$ cat src/rtl/raster_pkg.sv
// raster_pkg: line numbers of the two supported raster standards.
// Assumes lines are numbered from 1 and fit in LINE_W bits.
package raster_pkg;
    localparam int LINE_W = 10;
    typedef logic [LINE_W-1:0] line_t;

    localparam line_t RESET_LINE = 10'd64;
    localparam line_t PED_A_LO   = 10'd23;
    localparam line_t PED_A_HI   = 10'd262;
    localparam line_t PED_B_LO   = 10'd286;
    localparam line_t PED_B_HI   = 10'd525;

    // Window bounds used by the vertical decoder
    typedef struct packed {
        line_t blk_top_hi;   // blanked from line 1 up to here
        line_t blk_mid_lo;   // second blanked band, low bound
        line_t blk_mid_hi;   // second blanked band, high bound
        line_t blk_end_lo;   // blanked from here to the last line
        line_t half_ln;      // line blanked only in its second half
        line_t clp_a_lo;
        line_t clp_a_hi;
        line_t clp_b_lo;
        line_t clp_b_hi;
        line_t vs_a_ln;      // datum at start of line
        line_t vs_b_ln;      // datum at middle of line
    } win_lines_t;

    function automatic line_t last_line(input logic pal);
        return pal ? 10'd625 : 10'd525;
    endfunction

    function automatic line_t field_line(input logic pal);
        return pal ? 10'd313 : 10'd264;
    endfunction

    function automatic win_lines_t win_lines(input logic pal);
        win_lines_t w;
        if (pal) begin
            w = '{blk_top_hi: 10'd5,   blk_mid_lo: 10'd311, blk_mid_hi: 10'd318,
                  blk_end_lo: 10'd624, half_ln:    10'd623,
                  clp_a_lo:   10'd6,   clp_a_hi:   10'd310,
                  clp_b_lo:   10'd319, clp_b_hi:   10'd623,
                  vs_a_ln:    10'd1,   vs_b_ln:    10'd313};
        end else begin
            w = '{blk_top_hi: 10'd9,   blk_mid_lo: 10'd264, blk_mid_hi: 10'd272,
                  blk_end_lo: 10'd1023, half_ln:   10'd263,
                  clp_a_lo:   10'd10,  clp_a_hi:   10'd263,
                  clp_b_lo:   10'd273, clp_b_hi:   10'd525,
                  vs_a_ln:    10'd4,   vs_b_ln:    10'd266};
        end
        return w;
    endfunction
endpackage

$ cat src/rtl/raster_hcount.sv
// raster_hcount: pixel position within a line, wrapping at len-1.
// Assumes len >= 2 and fits in PIX_W bits.
module raster_hcount #(
    parameter int PIX_W = 10
) (
    input  logic             clk,
    input  logic             rst_n,
    input  logic [PIX_W-1:0] len,
    output logic [PIX_W-1:0] h_cnt,
    output logic             line_end
);
    // Last pixel of the line (>= also recovers after a format change)
    assign line_end = (h_cnt >= len - 1'b1);

    // Pixel counter, reset to pixel 0
    always_ff @(posedge clk) begin
        if (!rst_n)        h_cnt <= '0;
        else if (line_end) h_cnt <= '0;
        else               h_cnt <= h_cnt + 1'b1;
    end

    assert_hwrap_R1: assert property (@(posedge clk) disable iff (!rst_n)
        line_end |=> (h_cnt == '0));
endmodule

$ cat src/rtl/raster_vcount.sv
// raster_vcount: line number in the frame and the field flag.
// Advances on line_end; starts at raster_pkg::RESET_LINE after reset.
module raster_vcount
    import raster_pkg::*;
(
    input  logic  clk,
    input  logic  rst_n,
    input  logic  fmt_pal,
    input  logic  line_end,
    output line_t line_no,
    output logic  field
);
    line_t nxt_line;
    line_t eff_line;

    // Next line number with wrap to 1 after the last line
    always_comb begin
        nxt_line = (line_no >= last_line(fmt_pal)) ? line_t'(1) : line_no + 1'b1;
        eff_line = line_end ? nxt_line : line_no;
    end

    // Line register and field flag, kept consistent each clock
    always_ff @(posedge clk) begin
        if (!rst_n) begin
            line_no <= RESET_LINE;
            field   <= 1'b0;
        end else begin
            if (line_end) line_no <= nxt_line;
            field <= (eff_line >= field_line(fmt_pal));
        end
    end

    assert_lwrap_R2: assert property (@(posedge clk) disable iff (!rst_n)
        (line_end && line_no == last_line(fmt_pal) && $stable(fmt_pal)) |=> (line_no == line_t'(1)));
    assert_field_R3: assert property (@(posedge clk) disable iff (!rst_n)
        $stable(fmt_pal) |-> (field == (line_no >= field_line(fmt_pal))));
endmodule

$ cat src/rtl/raster_hsync.sv
// raster_hsync: places the active-low sync pulse within the line.
// Fall = (offset + len - HS_REF) mod len, limited to len-1. The pulse
// is HS_W wide and cut off at the line end. Assumes HS_REF <= len.
module raster_hsync #(
    parameter int PIX_W  = 10,
    parameter int OFF_W  = 10,
    parameter int HS_W   = 64,
    parameter int HS_REF = 126
) (
    input  logic [PIX_W-1:0] h_cnt,
    input  logic [PIX_W-1:0] len,
    input  logic [OFF_W-1:0] hs_offset,
    output logic             hs_n
);
    localparam int TW = ((OFF_W > PIX_W) ? OFF_W : PIX_W) + 2;

    logic [TW-1:0] len_x, h_x, raw, once, fall;

    // Fall position arithmetic and pulse window
    always_comb begin
        len_x = TW'(len);
        h_x   = TW'(h_cnt);
        raw   = TW'(hs_offset) + len_x - TW'(HS_REF);
        once  = (raw >= len_x) ? raw - len_x : raw;
        fall  = (once >= len_x) ? len_x - 1'b1 : once;
        hs_n  = !((h_x >= fall) && ((h_x - fall) < TW'(HS_W)));
    end
endmodule

$ cat src/rtl/raster_vwin.sv
// raster_vwin: decodes the vertical gates and the field datum from the
// line and pixel counters, using the selected standard's line table.
module raster_vwin
    import raster_pkg::*;
#(
    parameter int PIX_W = 10
) (
    input  logic             fmt_pal,
    input  logic             ped_en,
    input  line_t            line_no,
    input  logic [PIX_W-1:0] h_cnt,
    input  logic [PIX_W-1:0] len,
    output logic             vblank,
    output logic             clamp_gate,
    output logic             ped_win,
    output logic             vs
);
    win_lines_t w;
    logic [PIX_W-1:0] half;

    // Window comparisons for the active standard
    always_comb begin
        w    = win_lines(fmt_pal);
        half = len >> 1;
        vblank = (line_no <= w.blk_top_hi)
               | ((line_no >= w.blk_mid_lo) && (line_no <= w.blk_mid_hi))
               | (line_no >= w.blk_end_lo)
               | ((line_no == w.half_ln) && (h_cnt >= half));
        clamp_gate = ((line_no >= w.clp_a_lo) && (line_no <= w.clp_a_hi))
                   | ((line_no >= w.clp_b_lo) && (line_no <= w.clp_b_hi));
        ped_win = !fmt_pal && ped_en
                && (((line_no >= PED_A_LO) && (line_no <= PED_A_HI))
                 || ((line_no >= PED_B_LO) && (line_no <= PED_B_HI)));
        vs = ((line_no == w.vs_a_ln) && (h_cnt == '0))
           | ((line_no == w.vs_b_ln) && (h_cnt == half));
    end
endmodule

$ cat src/rtl/raster_timing_gen.sv
// raster_timing_gen: master raster timing for 525- and 625-line video.
// Counters are registered; all timing outputs decode from them in the
// same cycle. Assumes HS_REF <= both line lengths < 2**PIX_W.
module raster_timing_gen
    import raster_pkg::*;
#(
    parameter int L_NTSC = 858,
    parameter int L_PAL  = 864,
    parameter int PIX_W  = 10,
    parameter int OFF_W  = 10,
    parameter int HS_W   = 64,
    parameter int HS_REF = 126
) (
    input  logic             clk,
    input  logic             rst_n,
    input  logic             fmt_pal,
    input  logic             ped_en,
    input  logic [OFF_W-1:0] hs_offset,
    output logic             hs_n,
    output logic             vs,
    output logic             field,
    output logic             vblank,
    output logic             clamp_gate,
    output logic             ped_win,
    output logic [LINE_W-1:0] line_num,
    output logic [PIX_W-1:0] pix_pos
);
    logic [PIX_W-1:0] len;
    logic             line_end;

    // Line length of the selected standard
    assign len = fmt_pal ? PIX_W'(L_PAL) : PIX_W'(L_NTSC);

    raster_hcount #(.PIX_W(PIX_W)) u_hcount (
        .clk(clk), .rst_n(rst_n), .len(len), .h_cnt(pix_pos), .line_end(line_end)
    );

    raster_vcount u_vcount (
        .clk(clk), .rst_n(rst_n), .fmt_pal(fmt_pal), .line_end(line_end),
        .line_no(line_num), .field(field)
    );

    raster_hsync #(.PIX_W(PIX_W), .OFF_W(OFF_W), .HS_W(HS_W), .HS_REF(HS_REF)) u_hsync (
        .h_cnt(pix_pos), .len(len), .hs_offset(hs_offset), .hs_n(hs_n)
    );

    raster_vwin #(.PIX_W(PIX_W)) u_vwin (
        .fmt_pal(fmt_pal), .ped_en(ped_en), .line_no(line_num), .h_cnt(pix_pos), .len(len),
        .vblank(vblank), .clamp_gate(clamp_gate), .ped_win(ped_win), .vs(vs)
    );

    // Length of the current low run of hs_n, for the width check
    logic [PIX_W-1:0] low_run;
    always_ff @(posedge clk) begin
        if (!rst_n || hs_n) low_run <= '0;
        else                low_run <= low_run + 1'b1;
    end

    assert_hs_width_R9: assert property (@(posedge clk) disable iff (!rst_n)
        (low_run < PIX_W'(HS_W)) || hs_n);
    assert_vs_single_R10: assert property (@(posedge clk) disable iff (!rst_n)
        vs |=> !vs);
    assert_ped_pal_R7: assert property (@(posedge clk) disable iff (!rst_n)
        fmt_pal |-> !ped_win);
    assert_line_step_R2: assert property (@(posedge clk) disable iff (!rst_n)
        ($stable(line_num) || pix_pos == '0));
endmodule

$ cat config.mk
export PLATFORM = sky130hd
export DESIGN_NAME = raster_timing_gen
export DESIGN_NICKNAME = d
export VERILOG_FILES = /design/src/rtl/raster_pkg.sv /design/src/rtl/raster_hcount.sv /design/src/rtl/raster_vcount.sv /design/src/rtl/raster_hsync.sv /design/src/rtl/raster_vwin.sv /design/src/rtl/raster_timing_gen.sv
export SDC_FILE = /design/constraint.sdc
export NUM_CORES = 1
export LEC_CHECK = 0
export CAP_MARGIN = 20
export CORE_ASPECT_RATIO = 1.5
export CORE_MARGIN = 5
export CORE_UTILIZATION = 50
export DETAILED_ROUTE_END_ITERATION = 7
export PLACE_DENSITY_LB_ADDON = 0.1
export SYNTH_ARGS = -nofsm -noshare
export SYNTH_HDL_FRONTEND = slang
export SYNTH_SLANG_ARGS = --single-unit
$ cat constraint.sdc
create_clock -name clk -period 10.45 [get_ports clk]
set_clock_uncertainty 0.15 [all_clocks]
set_input_delay 2.09 -clock clk [delete_from_list [all_inputs] [get_ports clk]]
set_output_delay 2.09 -clock clk [all_outputs]
set_load 0.03 [all_outputs]
==> summary.txt <==
Job
  – Count of max-cap constraint violations: 0

Yosys
  – Post-synthesis net count: 528
  – EDFF count, synth: 0
  – Seq cells post-synth: 21
  – Fraction of registers with async set/reset: 0%
  – Synthesized area per cell: 7.39 sq um
  – Sequential share of the synthesized area: 12.3%
  – Number of different library cells in the post-synthesis netlist: 65
  – Count of yosys warnings during synthesis: 0
  – Netlist Area Pre-Place: 0.00341 sq mm
  – Synth Flop Type: dfxtp_1
  – Cells after synthesis: 461

Layout
  – Fraction of final layout cells with drive strength greater than 1: 28.1%
  – Count of fill cells added during filler insertion: 514
  – Final non-filler cell area: 0.00499 sq mm
  – Area added between synthesis and finish: 46.5%
  – Ant. Diodes: 0
  – Final net count: 662

Timing
  – Endpoints failing hold: 0
  – Final setup margin: -72.8 ps
  – Share of the cycle needed by the critical path after routing: 101%
  – Max Freq: 95.0 MHz
  – Worst slew pin tran: 653 ps
  – Max-Slew Margin vs Limit: 56.4%
  – Final critical delay including setup and external delays: 10,520 ps
  – Final setup vio count: 1
  – Unrepaired setup endpoints after global routing: yes
  – Slew Viols, Final: 0
  – Final total negative setup slack: -72.8 ps

CTS
  – Clock latency on the worst-skew pair: 260 ps
  – Clock tree from TritonCTS: built
  – Clk sinks: 21
  – Count of hold-fix buffers inserted at cts: 0
  – Number of H-tree levels: 1
  – Number of buffers created by CTS: 3
  – Clock slew at reported path FFs: 70 ps
  – Clock Tree Root: clkbuf_8
  – CTS Buffer Depth: 2

Die
  – I/O pins: 40
  – Vert. Die Dim: 111 microns
  – Core footprint: 0.00676 sq mm
  – DIE WIDTH: 77.4 microns
  – Number of standard-cell rows in the floorplan: 37
  – Effective utilization at floorplan: 50.4%
  – DIE AREA: 0.00860 sq mm

Global routing
  – Largest net degree at the start of global routing: 20
  – Number of global-route vias before repair: 4,223
  – Overall global routing resource usage: 24.8%
  – Global-route wire length before repair: 18.3 mm
  – Initial antenna violation count: 0
  – Remaining global-route overflow: 0

Hold path
  – Tightest Hold Check Type: reg -> reg
  – Hold path startpoint: u_hcount.h_cnt[0]
  – Number of instances on the worst hold path: 1
  – End point of the most critical hold path: u_hcount.h_cnt[0]

Setup path
  – Cells on worst reg2reg path: 15
  – Maximum fanout count along the critical path: 5
  – Critical path startpoint category: input port
  – Worst path arrival time: 8280 ps
  – Worst flop-to-flop path startpoint: u_vcount.line_no[2]
  – Slowest stage cell on the critical path: o41a_4
  – Worst R2R Setup Slack: 6630 ps
  – CP most frequent cell: ha_4
  – Critical path type: in -> out
  – Biggest cell delay along the critical path: 520 ps
  – Required arrival time at the worst endpoint: 8210 ps
  – Endpoint of the most critical register-to-register path: u_vcount.field
  – CP Capture Type: primary output

Power and ir drop
  – Comb pwr share: 73.1%
  – NetSw: 204 uW
  – Power per Cell Area: 101 mW/mm^2
  – Internal cell power: 301 uW
  – Worst vdd ir: 0.0000886 V
  – Proportion of power drawn by flip-flops and latches: 16.5%
  – Switching Share: 40.4%
  – Lkg Pwr: 2.15 nW
  – Clock group share of total power: 10.4%

Placed design
  – Final estimated routing congestion in global placement: 0.918
  – Port bufs: 39
  – Placement-stage cell area: 0.00461 sq mm
  – Estimated wirelength of the detail-placed design: 8.50 mm

Drt
  – Post-route ant nets: 0
  – Count of vias placed by the detailed router: 4,058
  – Routed len/inst: 16.5 microns
  – DR DRC count: 0
  – Routed wire length: 11.1 mm
  – Iteration-0 DRC Markers: 206
  – First drt pass iteration count: 4
  – Average via count per standard cell: 6.04

Run status
  – Violated checks: setup timing
  – Status: finished with violations
==> worst max-delay path: cells and delay by family <==
kind                     cells  cell delay, ps
AND/OR/NAND/NOR              7            1210
adder cells (fa/ha/maj)      5            1190
XOR/XNOR                     3             490
multiplexers                 1             330
AO/OA/AOI/OAI               14            2560
buffers and inverters        3             400
==> worst max-delay path by stage <==
stage / from / to / slack, ps
floorplan: fmt_pal / hs_n / 6
global placement: fmt_pal / hs_n / -890
detailed placement: fmt_pal / hs_n / -1110
CTS: fmt_pal / hs_n / -160
global route: fmt_pal / hs_n / -330
finish: fmt_pal / hs_n / -70
==> power by group through the flow <==
stage | clock (mW) | combinational [mW] | sequential (mW)
floorplan | 0 | 0.189 | 0.0863
global placement | 0 | 0.305 | 0.0849
detailed placement | 0 | 0.315 | 0.0850
CTS | 0.0526 | 0.351 | 0.0833
global route | 0.0566 | 0.399 | 0.0835
finish | 0.0526 | 0.369 | 0.0833
==> per-layer routing <==
layer / GRT usage (%) / routed length, microns / share of wire (%) / vias to the layer above
li1: - / - / - / 1968
met1: 24.9 / 4100 / 37 / 1925
met2: 48.4 / 6170 / 56 / 121
met3: 2.52 / 384 / 3.5 / 44
met4: 12.2 / 427 / 3.9 / 0
met5: 0 / 0 / 0 / -
==> cells in the final DEF (no fill, tap or decap), types with 5 or more instances in the layout <==
cell type        synthesis  final
nor2b_1                  9      9
dfxtp_1                 21     21
nor3_1                  14     14
xnor2_1                 17     15
nand2b_1                11     11
a21oi_2                  2      6
ha_1                    53     44
or3_1                    5      5
inv_1                   21     20
o21ai_0                 32     28
buf_4                    0    100
nand3_1                 16     15
nand4_1                  7      7
and3_1                   6      6
nor2_1                  50     44
clkdlybuf4s50_1          0     33
ha_4                     0      8
o21a_1                  10     10
a21oi_1                 34     29
a21o_1                  10     10
xor2_1                  16     13
nand2_1                 36     34
nor2_2                   0      5
==> timing repair <==
item,4_1_cts,5_1_grt
pin swaps,32,22
buffers inserted,16,5
setup endpoints to repair,1,1
resized for setup,43,6
==> area by class of cell <==
type                       count  area, sq um  area share [%]
multi-input combinational    408         3190            63.9
timing repair buffer         140         1150            23.1
tap                           78         97.6            1.95
clock buffer                   3         41.3           0.827
clock inverter                 1         5.00           0.100
inverter                      21         82.6            1.65
sequential                    21          420            8.42
==> cells by family (layout without fill, tap and decap cells) <==
family / Yosys count / in the layout / share of synthesized area (%)
compound gates: 137 / 137 / 27.6
xor+xnor: 33 / 33 / 8.48
fa+ha+maj: 53 / 53 / 19.5
buf+inv: 32 / 165 / 3.82
flops: 21 / 21 / 12.3
mux: 2 / 2 / 0.734
simple gates: 183 / 183 / 27.5
==> cells in the mapped netlist (11+ instances only) <==
cell type   n  area, sq um
inv_1      21         78.8
xnor2_1    17          149
o21ai_0    32          160
dfxtp_1    21          420
xor2_1     16          140
nor2_1     50          188
nand2_1    36          135
nor3_1     14         70.1
a21oi_1    34          170
nand3_1    16         80.1
ha_1       53          663
nand2b_1   11         68.8
==> state kept, by name (all words and copies together) (netlist names) <==
signal	cells
u_vcount.line_no	10
u_hcount.h_cnt	10
u_vcount.field	1
==> per-stage QoR <==
stage	total power [mW]	utilization, %	std cells	setup WS (ps)	hold slack [ps]
2_1_floorplan	0.275	-	461	5.63	437
3_3_place_gp	0.390	68.2	647	-886	336
3_5_place_dp	0.400	68.2	647	-1110	340
4_1_cts	0.486	72.9	667	-163	368
5_1_grt	0.539	73.9	672	-332	404
6_report	0.505	73.9	672	-72.8	357
Note: power is estimated with default switching activity, not from simulation.
